===== config.mk =====
export PLATFORM = sky130hd
export DESIGN_NAME = stream_width_conv
export DESIGN_NICKNAME = d
export VERILOG_FILES = /design/src/rtl/scw_pkg.sv /design/src/rtl/scw_split.sv /design/src/rtl/scw_gather.sv /design/src/rtl/stream_width_conv.sv
export SDC_FILE = /design/constraint.sdc
export NUM_CORES = 1
export LEC_CHECK = 0
export ABC_AREA = 1
export BUFFER_PORTS_ARGS = -buffer_cell sky130_fd_sc_hd__buf_4
export CORE_MARGIN = 5
export CORE_UTILIZATION = 48
export CTS_BUF_LIST = sky130_fd_sc_hd__clkbuf_8
export DETAILED_ROUTE_END_ITERATION = 6
export GPL_TIMING_DRIVEN = 0
export PLACE_DENSITY_LB_ADDON = 0.05
export SLEW_MARGIN = 40
export SYNTH_ARGS = -nofsm -noshare
export SYNTH_HDL_FRONTEND = slang
export SYNTH_SLANG_ARGS = --single-unit

===== constraint.sdc =====
create_clock -name clk -period 1.2 [get_ports clk]
set_input_delay 0.3 -clock clk [delete_from_list [all_inputs] [get_ports clk]]
set_output_delay 0.3 -clock clk [all_outputs]
set_load 0.01 [all_outputs]

===== src/rtl/scw_pkg.sv =====
package scw_pkg;

  function automatic int ratio_of(input int a, input int b);
    return (a > b) ? a / b : b / a;
  endfunction

  // counter width, never below one bit
  function automatic int cnt_bits(input int r);
    return (r <= 2) ? 1 : $clog2(r);
  endfunction

  function automatic bit widths_ok(input int a, input int b);
    if (a <= 0 || b <= 0 || a == b) return 1'b0;
    return (a > b) ? (a % b == 0) : (b % a == 0);
  endfunction

endpackage


===== src/rtl/scw_split.sv =====
module scw_split #(
  parameter int  WIDE   = 16,
  parameter int  NARROW = 4,
  parameter bit  LITTLE = 1'b1
) (
  input  logic              clk,
  input  logic              rst,
  input  logic              in_valid,
  output logic              in_ready,
  input  logic [WIDE-1:0]   in_data,
  output logic              out_valid,
  input  logic              out_ready,
  output logic [NARROW-1:0] out_data
);
  localparam int RATIO = scw_pkg::ratio_of(WIDE, NARROW);
  localparam int CW    = scw_pkg::cnt_bits(RATIO);
  localparam logic [CW-1:0] LAST = CW'(RATIO - 1);

  logic [WIDE-1:0] hold_q, hold_shift;
  logic [CW-1:0]   cnt_q;
  logic            full_q;
  logic            take_in, give_out, at_last;

  assign at_last  = (cnt_q == LAST);
  assign give_out = full_q && out_ready;
  assign in_ready = !full_q || (out_ready && at_last);
  assign take_in  = in_valid && in_ready;
  assign out_valid = full_q;

  generate
    if (LITTLE) begin : g_low_first
      assign out_data   = hold_q[NARROW-1:0];
      assign hold_shift = {{NARROW{1'b0}}, hold_q[WIDE-1:NARROW]};
    end else begin : g_high_first
      assign out_data   = hold_q[WIDE-1 -: NARROW];
      assign hold_shift = {hold_q[WIDE-NARROW-1:0], {NARROW{1'b0}}};
    end
  endgenerate

  always_ff @(posedge clk) begin
    if (rst) begin
      full_q <= 1'b0;
      cnt_q  <= '0;
      hold_q <= '0;
    end else if (take_in) begin
      full_q <= 1'b1;
      cnt_q  <= '0;
      hold_q <= in_data;
    end else if (give_out) begin
      hold_q <= hold_shift;
      if (at_last) begin
        full_q <= 1'b0;
        cnt_q  <= '0;
      end else begin
        cnt_q <= cnt_q + 1'b1;
      end
    end
  end

  // stalled slice is held
  p_hold_stalled_r2: assert property (@(posedge clk) disable iff (rst)
    (out_valid && !out_ready) |=> (out_valid && $stable(out_data)));

  // an accepted wide word is offered on the next cycle
  p_load_offers_r7: assert property (@(posedge clk) disable iff (rst)
    (in_valid && in_ready) |=> out_valid);

  // slice index never passes the ratio
  p_cnt_range_r3: assert property (@(posedge clk) disable iff (rst)
    cnt_q <= LAST);

endmodule


===== src/rtl/scw_gather.sv =====
module scw_gather #(
  parameter int  WIDE   = 16,
  parameter int  NARROW = 4,
  parameter bit  LITTLE = 1'b1
) (
  input  logic              clk,
  input  logic              rst,
  input  logic              in_valid,
  output logic              in_ready,
  input  logic [NARROW-1:0] in_data,
  output logic              out_valid,
  input  logic              out_ready,
  output logic [WIDE-1:0]   out_data
);
  localparam int RATIO = scw_pkg::ratio_of(WIDE, NARROW);
  localparam int CW    = scw_pkg::cnt_bits(RATIO);
  localparam logic [CW-1:0] LAST = CW'(RATIO - 1);

  logic [WIDE-1:0] acc_q, acc_next;
  logic [CW-1:0]   cnt_q;
  logic            full_q;
  logic            take_in, give_out, at_last;

  assign at_last   = (cnt_q == LAST);
  assign give_out  = full_q && out_ready;
  assign in_ready  = !full_q || out_ready;
  assign take_in   = in_valid && in_ready;
  assign out_valid = full_q;
  assign out_data  = acc_q;

  generate
    if (LITTLE) begin : g_low_first
      // earliest beat drifts down to the bottom
      assign acc_next = {in_data, acc_q[WIDE-1:NARROW]};
    end else begin : g_high_first
      // earliest beat drifts up to the top
      assign acc_next = {acc_q[WIDE-NARROW-1:0], in_data};
    end
  endgenerate

  always_ff @(posedge clk) begin
    if (rst) begin
      full_q <= 1'b0;
      cnt_q  <= '0;
      acc_q  <= '0;
    end else begin
      if (take_in) begin
        acc_q <= acc_next;
        cnt_q <= at_last ? '0 : cnt_q + 1'b1;
      end
      if (take_in && at_last) full_q <= 1'b1;
      else if (give_out)      full_q <= 1'b0;
    end
  end

  // stalled wide word is held
  p_hold_stalled_r2: assert property (@(posedge clk) disable iff (rst)
    (out_valid && !out_ready) |=> (out_valid && $stable(out_data)));

  // the final beat of a group produces a valid word
  p_complete_r6: assert property (@(posedge clk) disable iff (rst)
    (in_valid && in_ready && at_last) |=> out_valid);

  // valid cannot appear without a beat arriving
  p_no_spurious_r6: assert property (@(posedge clk) disable iff (rst)
    (!out_valid && !(in_valid && in_ready)) |=> !out_valid);

  p_cnt_range_r6: assert property (@(posedge clk) disable iff (rst)
    cnt_q <= LAST);

endmodule


===== src/rtl/stream_width_conv.sv =====
module stream_width_conv #(
  parameter int IN_W         = 16,
  parameter int OUT_W        = 4,
  parameter bit LITTLE_FIRST = 1'b1
) (
  input  logic             clk,
  input  logic             rst,
  input  logic             in_valid,
  output logic             in_ready,
  input  logic [IN_W-1:0]  in_data,
  output logic             out_valid,
  input  logic             out_ready,
  output logic [OUT_W-1:0] out_data
);
  localparam bit NARROWING = (IN_W > OUT_W);

  generate
    if (!scw_pkg::widths_ok(IN_W, OUT_W)) begin : g_bad_widths
      $error("stream_width_conv: widths must be nonzero, unequal and integer multiples");
    end

    if (NARROWING) begin : g_split
      scw_split #(.WIDE(IN_W), .NARROW(OUT_W), .LITTLE(LITTLE_FIRST)) u_split (
        .clk(clk), .rst(rst),
        .in_valid(in_valid), .in_ready(in_ready), .in_data(in_data),
        .out_valid(out_valid), .out_ready(out_ready), .out_data(out_data));
    end else begin : g_gather
      scw_gather #(.WIDE(OUT_W), .NARROW(IN_W), .LITTLE(LITTLE_FIRST)) u_gather (
        .clk(clk), .rst(rst),
        .in_valid(in_valid), .in_ready(in_ready), .in_data(in_data),
        .out_valid(out_valid), .out_ready(out_ready), .out_data(out_data));
    end
  endgenerate

  // nothing offered on the cycle after reset
  p_reset_idle_r1: assert property (@(posedge clk)
    $past(rst) |-> (!out_valid && in_ready));

endmodule


=== Word level (Yosys, flattened, before mapping) ===
Cells that the tools add are included.

* Register bits after elaboration: 19
* Bits of input ports: 20
* Output and inout bits: 6
* Logic and storage cells: 20

* $add $sub $neg: 1
* Equality and inequality tests: 1
* Muxes and demuxes: 6
* Reductions and logical operators: 9

{| class="wikitable"
|+ Operators with widths
! kind !! count
|-
| two-way mux 16 bit || 2
|-
| nonzero test 2 bit || 2
|-
| logical AND 1 bit || 3
|-
| two-way mux 1 bit || 3
|-
| adder 2 x 1 -> 2 bit, second input constant || 1
|-
| == test 2 bit, second input constant || 1
|-
| two-way mux 2 bit || 1
|-
| AND reduction 2 bit || 1
|-
| OR reduction 2 bit || 1
|-
| logical NOT 1 bit || 1
|-
| logical OR 1 bit || 1
|}

=== Logic depth before layout (Yosys ltp) ===
* Word-level depth: 6
* Gate-level depth with buffers: 8

=== Least setup slack after synthesis ===
Ideal clock, no wire load.

* Kind: register to register
* From: reg g_split.u_split.cnt_q[0]
* To: reg g_split.u_split.hold_q[10]
* Library setup time: 0.132 ns
* Arrival time: 1.055 ns
* Required time: 1.068 ns
* Setup slack: 0.013 ns
* Cell stages (with the launch flop): 9
* Path buffers: 1
* Period minus slack after synthesis: 1.187 ns
* Cells stage by stage: dfxtp_1 > ha_1 > nand2_1 > nand2_2 > nand2_2 > buf_2 > nand2_1 > nand2_1 > a21oi_1

* Cells in the longest elaborated chain, start to end: 5
* Elaborated cells between the ends (all ways): 6
* Classes of those cells: 1 x eq/ne; 1 x mux; 4 x reduce/logical

{| class="wikitable"
|+ RTL lines
! element !! RTL line !! RTL
|-
| start, declared || scw_split.sv:20 || <nowiki>logic [CW-1:0] cnt_q;</nowiki>
|-
| start signal, assigned || scw_split.sv:55 || <nowiki>cnt_q <= cnt_q + 1'b1;</nowiki>
|-
| == test 2 bit * || scw_split.sv:24 || <nowiki>assign at_last = (cnt_q == LAST);</nowiki>
|-
| logical AND 1 bit * || scw_split.sv:26 || <nowiki>assign in_ready = !full_q || (out_ready && at_last);</nowiki>
|-
| logical OR 1 bit * || scw_split.sv:26 ||
|-
| logical AND 1 bit * || scw_split.sv:27 || <nowiki>assign take_in = in_valid && in_ready;</nowiki>
|-
| two-way mux 16 bit / nonzero test 2 bit (equally long branches) || - ||
|-
| end signal, assigned || scw_split.sv:48 || <nowiki>hold_q <= in_data;</nowiki>
|-
| end signal, assigned || scw_split.sv:50 || <nowiki>hold_q <= hold_shift;</nowiki>
|-
| end, declared || scw_split.sv:19 || <nowiki>logic [WIDE-1:0] hold_q, hold_shift;</nowiki>
|}

Every way passes the cells marked *; elsewhere a longest branch is shown, timed or not.
A chain may end at the register's enable or synchronous reset.

=== Worst setup path in the final report ===
* From: reg g_split.u_split.cnt_q[0]
* To: out in_ready

* Cells in the longest elaborated chain, start to end: 3

{| class="wikitable"
|+ RTL lines
! element !! RTL line !! RTL
|-
| == test 2 bit || scw_split.sv:24 ||
|-
| logical AND 1 bit || scw_split.sv:26 ||
|-
| logical OR 1 bit || scw_split.sv:26 ||
|-
| end, declared || stream_width_conv.sv:9 || <nowiki>output logic in_ready,</nowiki>
|}

No other way between the ends.

==> impl_metrics.toml <==
[outcome]
outcome = "finished with violations"
failed_checks = "setup timing"

[final_layout]
fin_nets = 201
final_common_cell = "buf_4"
fillers = 148
area_delta_synth_final_pct = 60.2
final_util = 0.800
drive_above_1_share = 0.575
n_antenna_cell = 0
layout_common_cells = "buf_4, nand2_2, nand2_1, nand3_1, dfxtp_1"

[floorplanning]
io_pins = 26
num_rows = 16
die_h_um = 55.2
start_util = 0.499
die_w_um = 55.2
coreArea_sq_um = 1960
die-area_sq_um = 3040

[timing]
setup_viol = 19
slew_viol_final = 0
finClkSkew_ns = 0.00317
worstMarginPinSlew_ns = 0.667
fmax_mhz = 703
layout_setup_ws_ns = -0.223
hold_viol = 0
min_period_over_period = 1.19
rsz0062_at_grt = "yes"
setup_tns_ns = -2.39
post-route-min-period_ns = 1.42
slew-limit-headroom = 0.555

[route]
totalWireLength_mm = 2.96
drt_iter0_drc = 23
vias = 1056
vias_per_cell = 5.13
wl_per_cell_um = 14.3
drtAntennaViolNets = 0
detail_route.first_pass.iterations = 6
drc_errors = 0

[hold_path]
hold_end = "g_split.u_split.hold_q[15]"
holdPathStages = 3
hp-class = "in2reg"
worstHoldStart = "in_data[15]"

[power_and_ir_drop]
swShare = 0.305
internal_power_mw = 1.13
seq_power_share = 0.434
vdd_drop_max_mv = 0.951
switching_power_mw = 0.497
combPwrFrac = 0.289
p_total_mw = 1.63
p_leak_nw = 0.710
clkPwrFrac = 0.278
p_per_area_nw_per_um2 = 1040

[clock_network]
cts.sinks = 19
cts_tree = "built"
cts.root.buffer_cell = "clkbuf_8"
clockBufferDepth = 2
clkLatencyLatePin_ns = 0.26
postCtsHoldBufs = 0
cts.htree.levels = 1
clk_pin_slew_ns = 0.08
cts_buffers = 3

[yosys]
syn-num-nets = 164
synthMuxAreaShare = 0
synth_top_family_by_area = "simple AND/OR/NAND/NOR gates"
synth_compound_area_frac = 0.112
syn_avg_cell_area_sq_um = 6.85
synthXorXnorAreaFrac = 0
synth.largest_area_cell = "dfxtp_1"
syn_inst = 143
synth_fa_ha_area_frac = 0.0128
synth_cell_types = 16
synth.top_cell.area_share = 0.388
seq_area_frac_synth = 0.388
yosys-top-cells-area = "dfxtp_1, nand2_1, nand3_1"
ys_ff_latch = 19
netlist_area_sq_um = 980
synth_warnings = 0
synth-simple-area-share = 0.338

[setup_path]
critPathKind = "reg2out"
r2r-end = "g_split.u_split.cnt_q[1]"
reg2reg_depth = 8
reg2reg_from = "g_split.u_split.cnt_q[0]"
cp-start-kind = "register"
cp.arrival_ns = 1.12
r2r_slack_ns = -0.16
crit_fanout = 2
crit_path_end_kind = "output pin"
required_ns = 0.90

[placed_design]
hpwl_mm = 1.56
place_congestion = 0.761
portBuffers = 24

[flow_run]
drv_cap = 0

[grt]
grt_pass1_vias = 892
antenna_found_initial = 0
overflow = 0
grt_pass1_wl_mm = 4.05
track_usage = 0.191
grt_max_degree = 11
==> metrics by stage <==
stage          cells  hold slack, ns  area (sq um)  setup slack (ns)
4_1_cts          204           0.294          1370            -0.189
2_1_floorplan    143           0.447           980            0.0125
3_5_place_dp     194           0.471          1190            -0.182
5_1_grt          206           0.274          1570            -0.263
3_3_place_gp     194           0.469          1190            -0.172
6_report         206           0.279          1570            -0.223
==> how the worst max path moves through the flow <==
stage / start / endpoint / depth (start not counted)
final: g_split.u_split.cnt_q[0] / in_ready / 5
after global placement: g_split.u_split.cnt_q[0] / in_ready / 5
after detailed placement: g_split.u_split.cnt_q[0] / in_ready / 5
after global routing: g_split.u_split.cnt_q[0] / in_ready / 5
after CTS: g_split.u_split.cnt_q[1] / in_ready / 5
after floorplan: g_split.u_split.cnt_q[0] / g_split.u_split.hold_q[10] / 8
==> power groups by stage <==
stage,sequential [mW],combinational [mW],clock [mW]
5_1_grt,0.712,0.502,0.490
6_report,0.707,0.471,0.453
2_1_floorplan,0.714,0.193,0
3_5_place_dp,0.717,0.305,0
4_1_cts,0.703,0.374,0.454
3_3_place_gp,0.716,0.299,0
==> sequential cells by signal, indices dropped and copies added, names as in the netlist <==
signal                     count
g_split.u_split.hold_q        16
g_split.u_split.cnt_q          2
g_split.u_split.out_valid      1
==> kinds of logic after synthesis <==
family / Yosys count
simple gates: 77
fa+ha+maj: 1
buf+inv: 27
flops: 19
compound gates: 19
==> cell type report <==
cell class | count | area, sq um | share of cell area
buffer | 12 | 97.6 | 0.0622
tap | 27 | 33.8 | 0.0215
multi-input combinational | 97 | 657 | 0.419
sequential | 19 | 383 | 0.244
timing repair buffer | 33 | 287 | 0.183
clock buffer | 3 | 41.3 | 0.0263
clock inverter | 1 | 3.75 | 0.00239
inverter | 14 | 66.3 | 0.0423
==> synth_stat cells, drive strengths merged <==
| cell | instances |
|---|---|
| nand2 | 48 |
| inv | 12 |
| buf | 11 |
| clkinv | 2 |
| clkbuf | 2 |
| ha | 1 |
| nor2 | 1 |
| a21oi | 17 |
| dfxtp | 19 |
| nand3 | 28 |
| a211oi | 2 |
==> critical path: stages (launching register included) <==
cell and delay [ns]:
dfxtp_2 0.34, ha_4 0.16, nand2_2 0.06, nand2_2 0.07, buf_6 0.13, buf_6 0.11
==> layer usage <==
metal	up-vias	global-route usage	wire length [um]
li1	527	-	-
met1	480	0.234	1250
met2	41	0.337	1500
met3	8	0.0241	151
met4	0	0.0769	53
met5	-	0	0
==> repair_timing <==
action / in CTS / in global routing
gates resized for setup: 18 / 57
endpoints found under the setup margin: 20 / 20
pin swaps: 2 / 16
setup buffers: 3 / 5
cloned: 3 / 0
Power figures use the tool's default switching activity.
